<file path="config.mk">
export PLATFORM = sky130hd
export DESIGN_NAME = ipc_mailbox
export DESIGN_NICKNAME = d
export VERILOG_FILES = /design/src/rtl/ipc_mb_pkg.sv /design/src/rtl/ipc_mb_lane.sv /design/src/rtl/ipc_mb_flag_xfer.sv /design/src/rtl/ipc_mb_side.sv /design/src/rtl/ipc_mailbox.sv
export SDC_FILE = /design/constraint.sdc
export NUM_CORES = 1
export LEC_CHECK = 0
export BUFFER_PORTS_ARGS = -buffer_cell sky130_fd_sc_hd__buf_2
export CAP_MARGIN = 10
export CORE_MARGIN = 5
export CORE_UTILIZATION = 40
export DETAILED_ROUTE_END_ITERATION = 10
export SLEW_MARGIN = 20
export SYNTH_ARGS = -nofsm -noshare
export SYNTH_HDL_FRONTEND = slang
export SYNTH_SLANG_ARGS = --single-unit
</file>
<file path="constraint.sdc">
create_clock -name clk -period 1.45 [get_ports clk]
set_input_delay 0 -clock clk [delete_from_list [all_inputs] [get_ports clk]]
set_output_delay 0 -clock clk [all_outputs]
set_load 0.01 [all_outputs]
</file>
<file path="src/rtl/ipc_mb_pkg.sv">
package ipc_mb_pkg;
  localparam int REG_W     = 32;
  localparam int ADR_W     = 3;
  localparam int FLAG_W    = 3;
  localparam int MAX_CH    = 4;
  localparam int DATA_BASE = 4;

  // descending per-channel field tops (channel n sits at TOP - n)
  localparam int DBELL_TOP = 31;  // status: doorbell pending, ctrl: doorbell enable
  localparam int FULL_TOP  = 27;  // status: full, ctrl: full enable
  localparam int EMPTY_TOP = 23;  // status: empty, ctrl: empty enable
  localparam int RING_TOP  = 19;  // ctrl: doorbell request

  localparam int FBUSY_BIT = 8;
  localparam int PM_LO     = 12;

  localparam logic [ADR_W-1:0] ADR_CTRL = 3'd0;
  localparam logic [ADR_W-1:0] ADR_STAT = 3'd1;

  typedef enum logic [1:0] {
    PM_RUN   = 2'd0,
    PM_WAIT  = 2'd1,
    PM_STOP  = 2'd2,
    PM_DEEP  = 2'd3
  } pmode_e;
endpackage

</file>
<file path="src/rtl/ipc_mb_lane.sv">
module ipc_mb_lane
  import ipc_mb_pkg::*;
#(
  parameter int NCH = 4,
  parameter int DW  = 32
) (
  input  logic              clk,
  input  logic              rst_n,
  input  logic [NCH-1:0]    wr,
  input  logic [DW-1:0]     wdata,
  input  logic [NCH-1:0]    rd,
  output logic [NCH*DW-1:0] data,
  output logic [NCH-1:0]    full
);
  for (genvar n = 0; n < NCH; n++) begin : g_ch
    logic          load;
    logic          full_d, full_q;
    logic [DW-1:0] word_q;

    assign load = wr[n] & ~full_q;

    always_comb begin
      full_d = full_q;
      if (load)               full_d = 1'b1;
      else if (rd[n] && full_q) full_d = 1'b0;
    end

    always_ff @(posedge clk or negedge rst_n) begin
      if (!rst_n) full_q <= 1'b0;
      else        full_q <= full_d;
    end

    always_ff @(posedge clk or negedge rst_n) begin
      if (!rst_n)    word_q <= '0;
      else if (load) word_q <= wdata;
    end

    assign full[n]            = full_q;
    assign data[n*DW +: DW]   = word_q;
  end
endmodule

</file>
<file path="src/rtl/ipc_mb_flag_xfer.sv">
module ipc_mb_flag_xfer
  import ipc_mb_pkg::*;
(
  input  logic              clk,
  input  logic              rst_n,
  input  logic              start,
  input  logic [FLAG_W-1:0] val,
  output logic              busy,
  output logic [FLAG_W-1:0] far_flags
);
  logic              go;
  logic              pend_d, pend_q;
  logic              stg1_q, stg2_q;
  logic [FLAG_W-1:0] hold_q, out_q;

  assign go = start & ~pend_q;

  always_comb begin
    pend_d = pend_q;
    if (go)          pend_d = 1'b1;
    else if (stg2_q) pend_d = 1'b0;
  end

  always_ff @(posedge clk or negedge rst_n) begin
    if (!rst_n) begin
      pend_q <= 1'b0;
      stg1_q <= 1'b0;
      stg2_q <= 1'b0;
    end else begin
      pend_q <= pend_d;
      stg1_q <= go;
      stg2_q <= stg1_q;
    end
  end

  always_ff @(posedge clk or negedge rst_n) begin
    if (!rst_n)  hold_q <= '0;
    else if (go) hold_q <= val;
  end

  always_ff @(posedge clk or negedge rst_n) begin
    if (!rst_n)      out_q <= '0;
    else if (stg2_q) out_q <= hold_q;
  end

  assign busy      = pend_q;
  assign far_flags = out_q;
endmodule

</file>
<file path="src/rtl/ipc_mb_side.sv">
module ipc_mb_side
  import ipc_mb_pkg::*;
#(
  parameter int NCH = 4,
  parameter int DW  = 32
) (
  input  logic              clk,
  input  logic              rst_n,
  input  logic              wr_en,
  input  logic              rd_en,
  input  logic [ADR_W-1:0]  addr,
  input  logic [DW-1:0]     wdata,
  output logic [DW-1:0]     rdata,
  input  logic [1:0]        far_pm,
  output logic              irq,
  output logic [NCH-1:0]    tx_wr,
  input  logic [NCH-1:0]    tx_empty,
  output logic [NCH-1:0]    rx_rd,
  input  logic [NCH*DW-1:0] rx_data,
  input  logic [NCH-1:0]    rx_full,
  output logic [NCH-1:0]    ring_out,
  input  logic [NCH-1:0]    dbell_in,
  output logic [NCH-1:0]    dbell_clr_out,
  input  logic [NCH-1:0]    ring_clr_in,
  output logic              flag_start,
  output logic [FLAG_W-1:0] flag_val,
  input  logic              flag_busy,
  input  logic [FLAG_W-1:0] flag_rx
);
  logic              ctrl_wr, stat_wr;
  logic [NCH-1:0]    w_den, w_fen, w_een, w_ring, w_ack;
  logic [NCH-1:0]    den_d, den_q, fen_d, fen_q, een_d, een_q;
  logic [NCH-1:0]    ring_d, ring_q;
  logic [FLAG_W-1:0] flag_d, flag_q;
  logic              flag_en;
  logic [REG_W-1:0]  ctrl_img, stat_img;

  assign ctrl_wr = wr_en && (addr == ADR_CTRL);
  assign stat_wr = wr_en && (addr == ADR_STAT);
  assign flag_en = ctrl_wr && !flag_busy;

  always_comb begin
    for (int n = 0; n < NCH; n++) begin
      w_den[n]  = wdata[DBELL_TOP - n];
      w_fen[n]  = wdata[FULL_TOP - n];
      w_een[n]  = wdata[EMPTY_TOP - n];
      w_ring[n] = wdata[RING_TOP - n];
      w_ack[n]  = wdata[DBELL_TOP - n];
      tx_wr[n]  = wr_en && (addr == ADR_W'(DATA_BASE + n));
      rx_rd[n]  = rd_en && (addr == ADR_W'(DATA_BASE + n));
    end
  end

  // next-state
  always_comb begin
    den_d  = ctrl_wr ? w_den : den_q;
    fen_d  = ctrl_wr ? w_fen : fen_q;
    een_d  = ctrl_wr ? w_een : een_q;
    ring_d = (ring_q & ~ring_clr_in) | (ctrl_wr ? w_ring : '0);
    flag_d = flag_en ? wdata[FLAG_W-1:0] : flag_q;
  end

  always_ff @(posedge clk or negedge rst_n) begin
    if (!rst_n) begin
      den_q  <= '0;
      fen_q  <= '0;
      een_q  <= '0;
      ring_q <= '0;
      flag_q <= '0;
    end else begin
      den_q  <= den_d;
      fen_q  <= fen_d;
      een_q  <= een_d;
      ring_q <= ring_d;
      flag_q <= flag_d;
    end
  end

  assign ring_out      = ring_q;
  assign dbell_clr_out = stat_wr ? w_ack : '0;
  assign flag_start    = ctrl_wr;
  assign flag_val      = wdata[FLAG_W-1:0];

  always_comb begin
    ctrl_img = '0;
    stat_img = '0;
    for (int n = 0; n < NCH; n++) begin
      ctrl_img[DBELL_TOP - n] = den_q[n];
      ctrl_img[FULL_TOP - n]  = fen_q[n];
      ctrl_img[EMPTY_TOP - n] = een_q[n];
      ctrl_img[RING_TOP - n]  = ring_q[n];
      stat_img[DBELL_TOP - n] = dbell_in[n];
      stat_img[FULL_TOP - n]  = rx_full[n];
      stat_img[EMPTY_TOP - n] = tx_empty[n];
    end
    ctrl_img[FLAG_W-1:0]   = flag_q;
    stat_img[FLAG_W-1:0]   = flag_rx;
    stat_img[FBUSY_BIT]    = flag_busy;
    stat_img[PM_LO +: 2]   = far_pm;
  end

  always_comb begin
    rdata = '0;
    if (addr == ADR_CTRL)      rdata[REG_W-1:0] = ctrl_img;
    else if (addr == ADR_STAT) rdata[REG_W-1:0] = stat_img;
    for (int n = 0; n < NCH; n++)
      if (addr == ADR_W'(DATA_BASE + n)) rdata = rx_data[n*DW +: DW];
  end

  assign irq = |((dbell_in & den_q) | (rx_full & fen_q) | (tx_empty & een_q));
endmodule

</file>
<file path="src/rtl/ipc_mailbox.sv">
module ipc_mailbox
  import ipc_mb_pkg::*;
#(
  parameter int NCH = 4,
  parameter int DW  = 32
) (
  input  logic             clk,
  input  logic             rst_n,
  input  logic             a_wr_en,
  input  logic             a_rd_en,
  input  logic [2:0]       a_addr,
  input  logic [DW-1:0]    a_wdata,
  output logic [DW-1:0]    a_rdata,
  input  logic [1:0]       a_pmode,
  output logic             a_irq,
  input  logic             b_wr_en,
  input  logic             b_rd_en,
  input  logic [2:0]       b_addr,
  input  logic [DW-1:0]    b_wdata,
  output logic [DW-1:0]    b_rdata,
  input  logic [1:0]       b_pmode,
  output logic             b_irq
);
  initial begin
    if (NCH < 1 || NCH > MAX_CH) $error("NCH out of range");
    if (DW < REG_W)              $error("DW below register width");
  end

  logic [NCH-1:0]    ab_wr, ab_rd, ab_full, ba_wr, ba_rd, ba_full;
  logic [NCH*DW-1:0] ab_data, ba_data;
  logic [NCH-1:0]    a_ring, b_ring, a_ack, b_ack;
  logic              ab_fstart, ba_fstart, ab_fbusy, ba_fbusy;
  logic [FLAG_W-1:0] ab_fval, ba_fval, ab_fout, ba_fout;

  ipc_mb_lane #(.NCH(NCH), .DW(DW)) lane_ab_i (
    .clk(clk), .rst_n(rst_n), .wr(ab_wr), .wdata(a_wdata), .rd(ab_rd),
    .data(ab_data), .full(ab_full)
  );

  ipc_mb_lane #(.NCH(NCH), .DW(DW)) lane_ba_i (
    .clk(clk), .rst_n(rst_n), .wr(ba_wr), .wdata(b_wdata), .rd(ba_rd),
    .data(ba_data), .full(ba_full)
  );

  ipc_mb_flag_xfer flag_ab_i (
    .clk(clk), .rst_n(rst_n), .start(ab_fstart), .val(ab_fval),
    .busy(ab_fbusy), .far_flags(ab_fout)
  );

  ipc_mb_flag_xfer flag_ba_i (
    .clk(clk), .rst_n(rst_n), .start(ba_fstart), .val(ba_fval),
    .busy(ba_fbusy), .far_flags(ba_fout)
  );

  ipc_mb_side #(.NCH(NCH), .DW(DW)) side_a_i (
    .clk(clk), .rst_n(rst_n), .wr_en(a_wr_en), .rd_en(a_rd_en), .addr(a_addr),
    .wdata(a_wdata), .rdata(a_rdata), .far_pm(b_pmode), .irq(a_irq),
    .tx_wr(ab_wr), .tx_empty(~ab_full), .rx_rd(ba_rd), .rx_data(ba_data),
    .rx_full(ba_full), .ring_out(a_ring), .dbell_in(b_ring),
    .dbell_clr_out(a_ack), .ring_clr_in(b_ack), .flag_start(ab_fstart),
    .flag_val(ab_fval), .flag_busy(ab_fbusy), .flag_rx(ba_fout)
  );

  ipc_mb_side #(.NCH(NCH), .DW(DW)) side_b_i (
    .clk(clk), .rst_n(rst_n), .wr_en(b_wr_en), .rd_en(b_rd_en), .addr(b_addr),
    .wdata(b_wdata), .rdata(b_rdata), .far_pm(a_pmode), .irq(b_irq),
    .tx_wr(ba_wr), .tx_empty(~ba_full), .rx_rd(ab_rd), .rx_data(ab_data),
    .rx_full(ab_full), .ring_out(b_ring), .dbell_in(a_ring),
    .dbell_clr_out(b_ack), .ring_clr_in(a_ack), .flag_start(ba_fstart),
    .flag_val(ba_fval), .flag_busy(ba_fbusy), .flag_rx(ab_fout)
  );
endmodule

</file>
Word-level counts from Yosys, hierarchy flattened --
Index checks and enable logic that the tools add are counted. W data, S select, Z words.
Word-level totals: flip-flop bits (word level) 320, word-level logic and storage cells 166, output and inout bits 66, input bits 80
Cells by class: equality and inequality tests 10, bitwise operators 38, muxes and demuxes 36, reductions and logical operators 46
Operator list (count):
- $mux W32 | 12
- $and A4 B4 Y4 | 8
- $logic_and A1 B1 Y1 | 30
- $eq A3 B3 Y1 const B | 8
- $or A4 B4 Y4 | 6
- $mux W1 | 20
- $reduce_bool A2 Y1 | 10
- $mux W4 | 4
- $not A4 Y4 | 4
- $and A1 B1 Y1 | 10
- $not A1 Y1 | 10
- $reduce_or A4 Y1 | 2
- $eq A3 B1 Y1 const B | 2
- $logic_not A3 Y1 | 2
- $logic_not A1 Y1 | 2

Longest topological paths before layout --
depth in word-level cells 7, gate-level depth with buffers 6, gate-level depth less buffers 3

By module --
Synthesis repeated with hierarchy kept, for this count alone.
Second synthesis, totals: cell total of the unflattened synthesis 1172, area total of the unflattened synthesis 16380.7 um^2
Modules (own cells, without submodules):
- ipc_mb_lane | cells an instance 294, sequential area each 3303.2 um^2, area an instance 5407.7 um^2, instances 2
- ipc_mb_side | cells an instance 270, sequential area each 475.5 um^2, area an instance 2441.1 um^2, instances 2
- ipc_mb_flag_xfer | cells an instance 18, sequential area each 225.2 um^2, area an instance 326.6 um^2, instances 2
- ipc_mailbox | cells an instance 8, sequential area each 0.0 um^2, area an instance 30.0 um^2, instances 1

Worst setup path before layout --
Ideal clock, no wire load.
path type register to register, start point reg lane_ab_i.g_ch[2].full_q, end point reg lane_ab_i.g_ch[2].word_q[10], path buffers 1, path slack -75 ps, data arrival time 1400 ps, cell stages (with the launch flop) 4, cell sequence dfrtp_1 > nor4_4 > buf_6 > mux2_2
Between the ends: cells in the longest elaborated chain, start to end 2
Ends and longest elaborated chain:
- start, declared | line ipc_mb_lane.sv:17 | logic full_d, full_q;
- start signal, assigned | line ipc_mb_lane.sv:30 | else full_q <= full_d;
- $not A1 Y1 | line ipc_mb_lane.sv:20 | assign load = wr[n] & ~full_q;
- $and A1 B1 Y1 | line ipc_mb_lane.sv:20
- end signal, assigned | line ipc_mb_lane.sv:35 | else if (load) word_q <= wdata;
- end, declared | line ipc_mb_lane.sv:18 | logic [DW-1:0] word_q;
Every way passes these cells. A chain may end at the register's enable or synchronous reset.

Worst setup path in the final report --
start point reg lane_ba_i.g_ch[3].full_q, end point out a_irq
Between the ends: cells in the longest elaborated chain, start to end 4
Ends and longest elaborated chain:
- start, declared | line ipc_mb_lane.sv:17
- start signal, assigned | line ipc_mb_lane.sv:30
- $and A4 B4 Y4 | line ipc_mb_side.sv:110 | assign irq = |((dbell_in & den_q) | (rx_full & fen_q) | (tx_empty & een_q));
- $or A4 B4 Y4 (2 in series) | line ipc_mb_side.sv:110
- $reduce_or A4 Y1 | line ipc_mb_side.sv:110
- end, declared | line ipc_mailbox.sv:15 | output logic a_irq,
Every way passes these cells.

==> results.cfg <==
[critical_path]
path_cells = buf_12 -> a22o_1 -> a221oi_2 -> nand3_1 -> buf_2
worstReg2RegEnd = lane_ba_i.g_ch[2].word_q[31]
max_stage_delay_ps = 430
critPathTopFamily = flip-flops
startpoint_type = flip-flop
endpoint = a_irq
rr_worst_depth = 6
crit_path_end_kind = primary output
critPathKind = flip-flop to primary output
cp.depth = 5
startpoint = lane_ba_i.g_ch[3].full_q
crit_slowest_cell = dfrtp_1
cp_num_buf_inv = 2
cp.required_ps = 1450
crit_arrival_ps = 1950
rr_startpoint = lane_ba_i.g_ch[2].full_q
ff2ff_setup_slack_ps = -390
cp_max_fo = 5

[finish]
top_regs = lane_ab_i.g_ch.word_q: 128 flops, lane_ba_i.g_ch.word_q: 128 flops
fin_area_mm2 = 0.0216
drive_gt1_share_pct = 56.7
final_common_cell = dfrtp_1
layout_common_cells = dfrtp_1, mux2_4, buf_2, buf_4, dlygate4sd3_1
fin_nets = 1506
area_delta_synth_final_pct = 45.1
final-instance-count-excl-fill = 1921
fin_util_pct = 58.8

[global_routing]
grt_pass1_wl_mm = 65.8
grt_pass1_vias = 11029
grt_use_total_pct = 20.3
antenna_found_initial = 3
grt_max_degree = 53
grt_overflow_total = 0

[synthesis]
ys_seq_area_share_pct = 52.8
synth_area_leader_cell = dfrtp_1
synth_warnings = 0
synth_nets = 1152
ys_ff_latch = 314
synth_top_area_share_pct = 52.8
synthCells = 1072
synthDistinctLibCells = 43
syn_avg_cell_area_um2 = 13.9
ys_top_cells_by_area = dfrtp_1, mux2_2, mux2i_1
syn_area_mm2 = 0.0149

[power_and_ir_drop]
vdd_drop_max_v = 0.00135
p_leak_nw = 9.82
power_density_mw_per_mm2 = 1540
total_power_mw = 33.2

[clocking]
root_buffer = clkbuf_16
cts_buffers = 37
clock_latency_ps = 530
cts.sinks = 314
cts.clk_slew.worst_paths_ps = 60
cts_max_level = 2
cts.path.max_buffers = 3
cts_tree = built

[sta]
setup_ws_ps = -500
rsz0062_at_grt = true
maxSlewViolCount = 0
fin_crit_ps = 1950
fin_setup_tns_ps = -42210
tightestPinTransition_ps = 572
hold_slack_ps = -10.5
hold_violations = 1
finClkSkew_ps = 17.9
setup_viol = 324
relSlewSlack_pct = 61.9
fmax_ghz = 0.513
post-route-period-util_pct = 134

[outcome]
status = finished with violations
failed_checks = negative hold slack, negative setup slack

[route]
avgViaCountPerCell = 5.59
drtIter0Drc = 647
drt_wl_total_mm = 47.6
vias = 10736
drc = 0
wl_per_cell_um = 24.8
dr.pass1.iters = 5
ant_nets = 0

[flow_run]
maxCapViolations = 0

[placed_design]
dpl_cell_area_mm2 = 0.0166
dp.final_hpwl_mm = 26.1
place_inst = 1693
gp_congestion = 0.797
post-place-ws_ps = -65.8
io_buffers = 145

[floorplanning]
core_region_area_mm2 = 0.0367
fp.dieH_um = 203
die-area_mm2 = 0.0412
io_pins = 146
rows = 70
initial_core_util_pct = 40.6
die_w_um = 203

[min_path]
hold_class = input port to asynchronous set/reset pin
[repair_timing]
action	in CTS	in global routing
pin swaps	30	19
hold buffers	74	0
setup endpoints to repair	139	292
endpoints found under the hold margin	616	0
gates cloned	10	19
resized for setup	245	257
setup buffers	31	36
[power breakdown]
part           total [mW]  internal (mW)  switching, mW
Combinational        10.5           6.89           3.65
Sequential           13.6           11.7           1.83
Clock                9.12           5.47           3.65
[worst min path at each step]
stage,from,endpoint,slack [ps],cells past startpoint
after floorplan,rst_n,flag_ab_i.busy,-300,0
after global placement,rst_n,lane_ba_i.g_ch[0].word_q[7],-30,1
after detailed placement,rst_n,lane_ba_i.g_ch[0].word_q[7],-30,1
after CTS,rst_n,lane_ba_i.g_ch[0].word_q[7],5,2
after global routing,rst_n,lane_ba_i.g_ch[0].word_q[7],30,2
final,rst_n,lane_ba_i.g_ch[0].word_q[7],-10,2
[metal layers]
metal	part of all wire, %	vias to the layer above	global-route usage, %
met3	6.0	72	4.10
li1	-	4648	-
met5	0.057	-	0
met2	46	350	31.8
met4	2.1	4	4.66
met1	45	5662	29.3
[worst register-to-register path, stage by stage, from the launching register on]
cell and delay, ps:
dfrtp_2 440, buf_6 140, nor3_4 400, buf_6 180
buf_16 110, buf_12 150, mux2_4 300
[synth_stat cells, drive strengths merged]
master,count
nor4b,2
nor3b,4
nand2,59
a21o,10
o22a,2
a21oi,8
a32o,3
o22ai,3
a31o,4
and4bb,2
nor4,2
a2111oi,2
dfrtp,314
mux2,326
nand3,7
inv,8
or2,2
clkbuf,16
buf,58
a31oi,7
and2,22
mux4,20
nor3,6
mux2i,64
nor2,3
o211ai,6
o21ai,25
a211oi,3
nand3b,5
o32ai,4
o31ai,3
o221ai,17
a21boi,7
nand2b,13
a22o,14
a221oi,7
nor2b,14
[logic make-up after synthesis]
kind of cell | share of synthesized area (%)
muxes | 32.0
DFF | 52.8
and+or+nand+nor | 5.74
AOI/OAI and AO/OA | 6.14
buffers and inverters | 3.34
[area by class of cell]
class	instances	area, um2
antenna	1	2.50
clock buffer	59	1120
clock inverter	6	61.3
fill	2783	15100
inverter	8	37.5
multi-input combinational	676	8020
sequential	314	7870
tap	468	586
timing repair buffer	389	3900
Power figures use the tool's default switching activity.
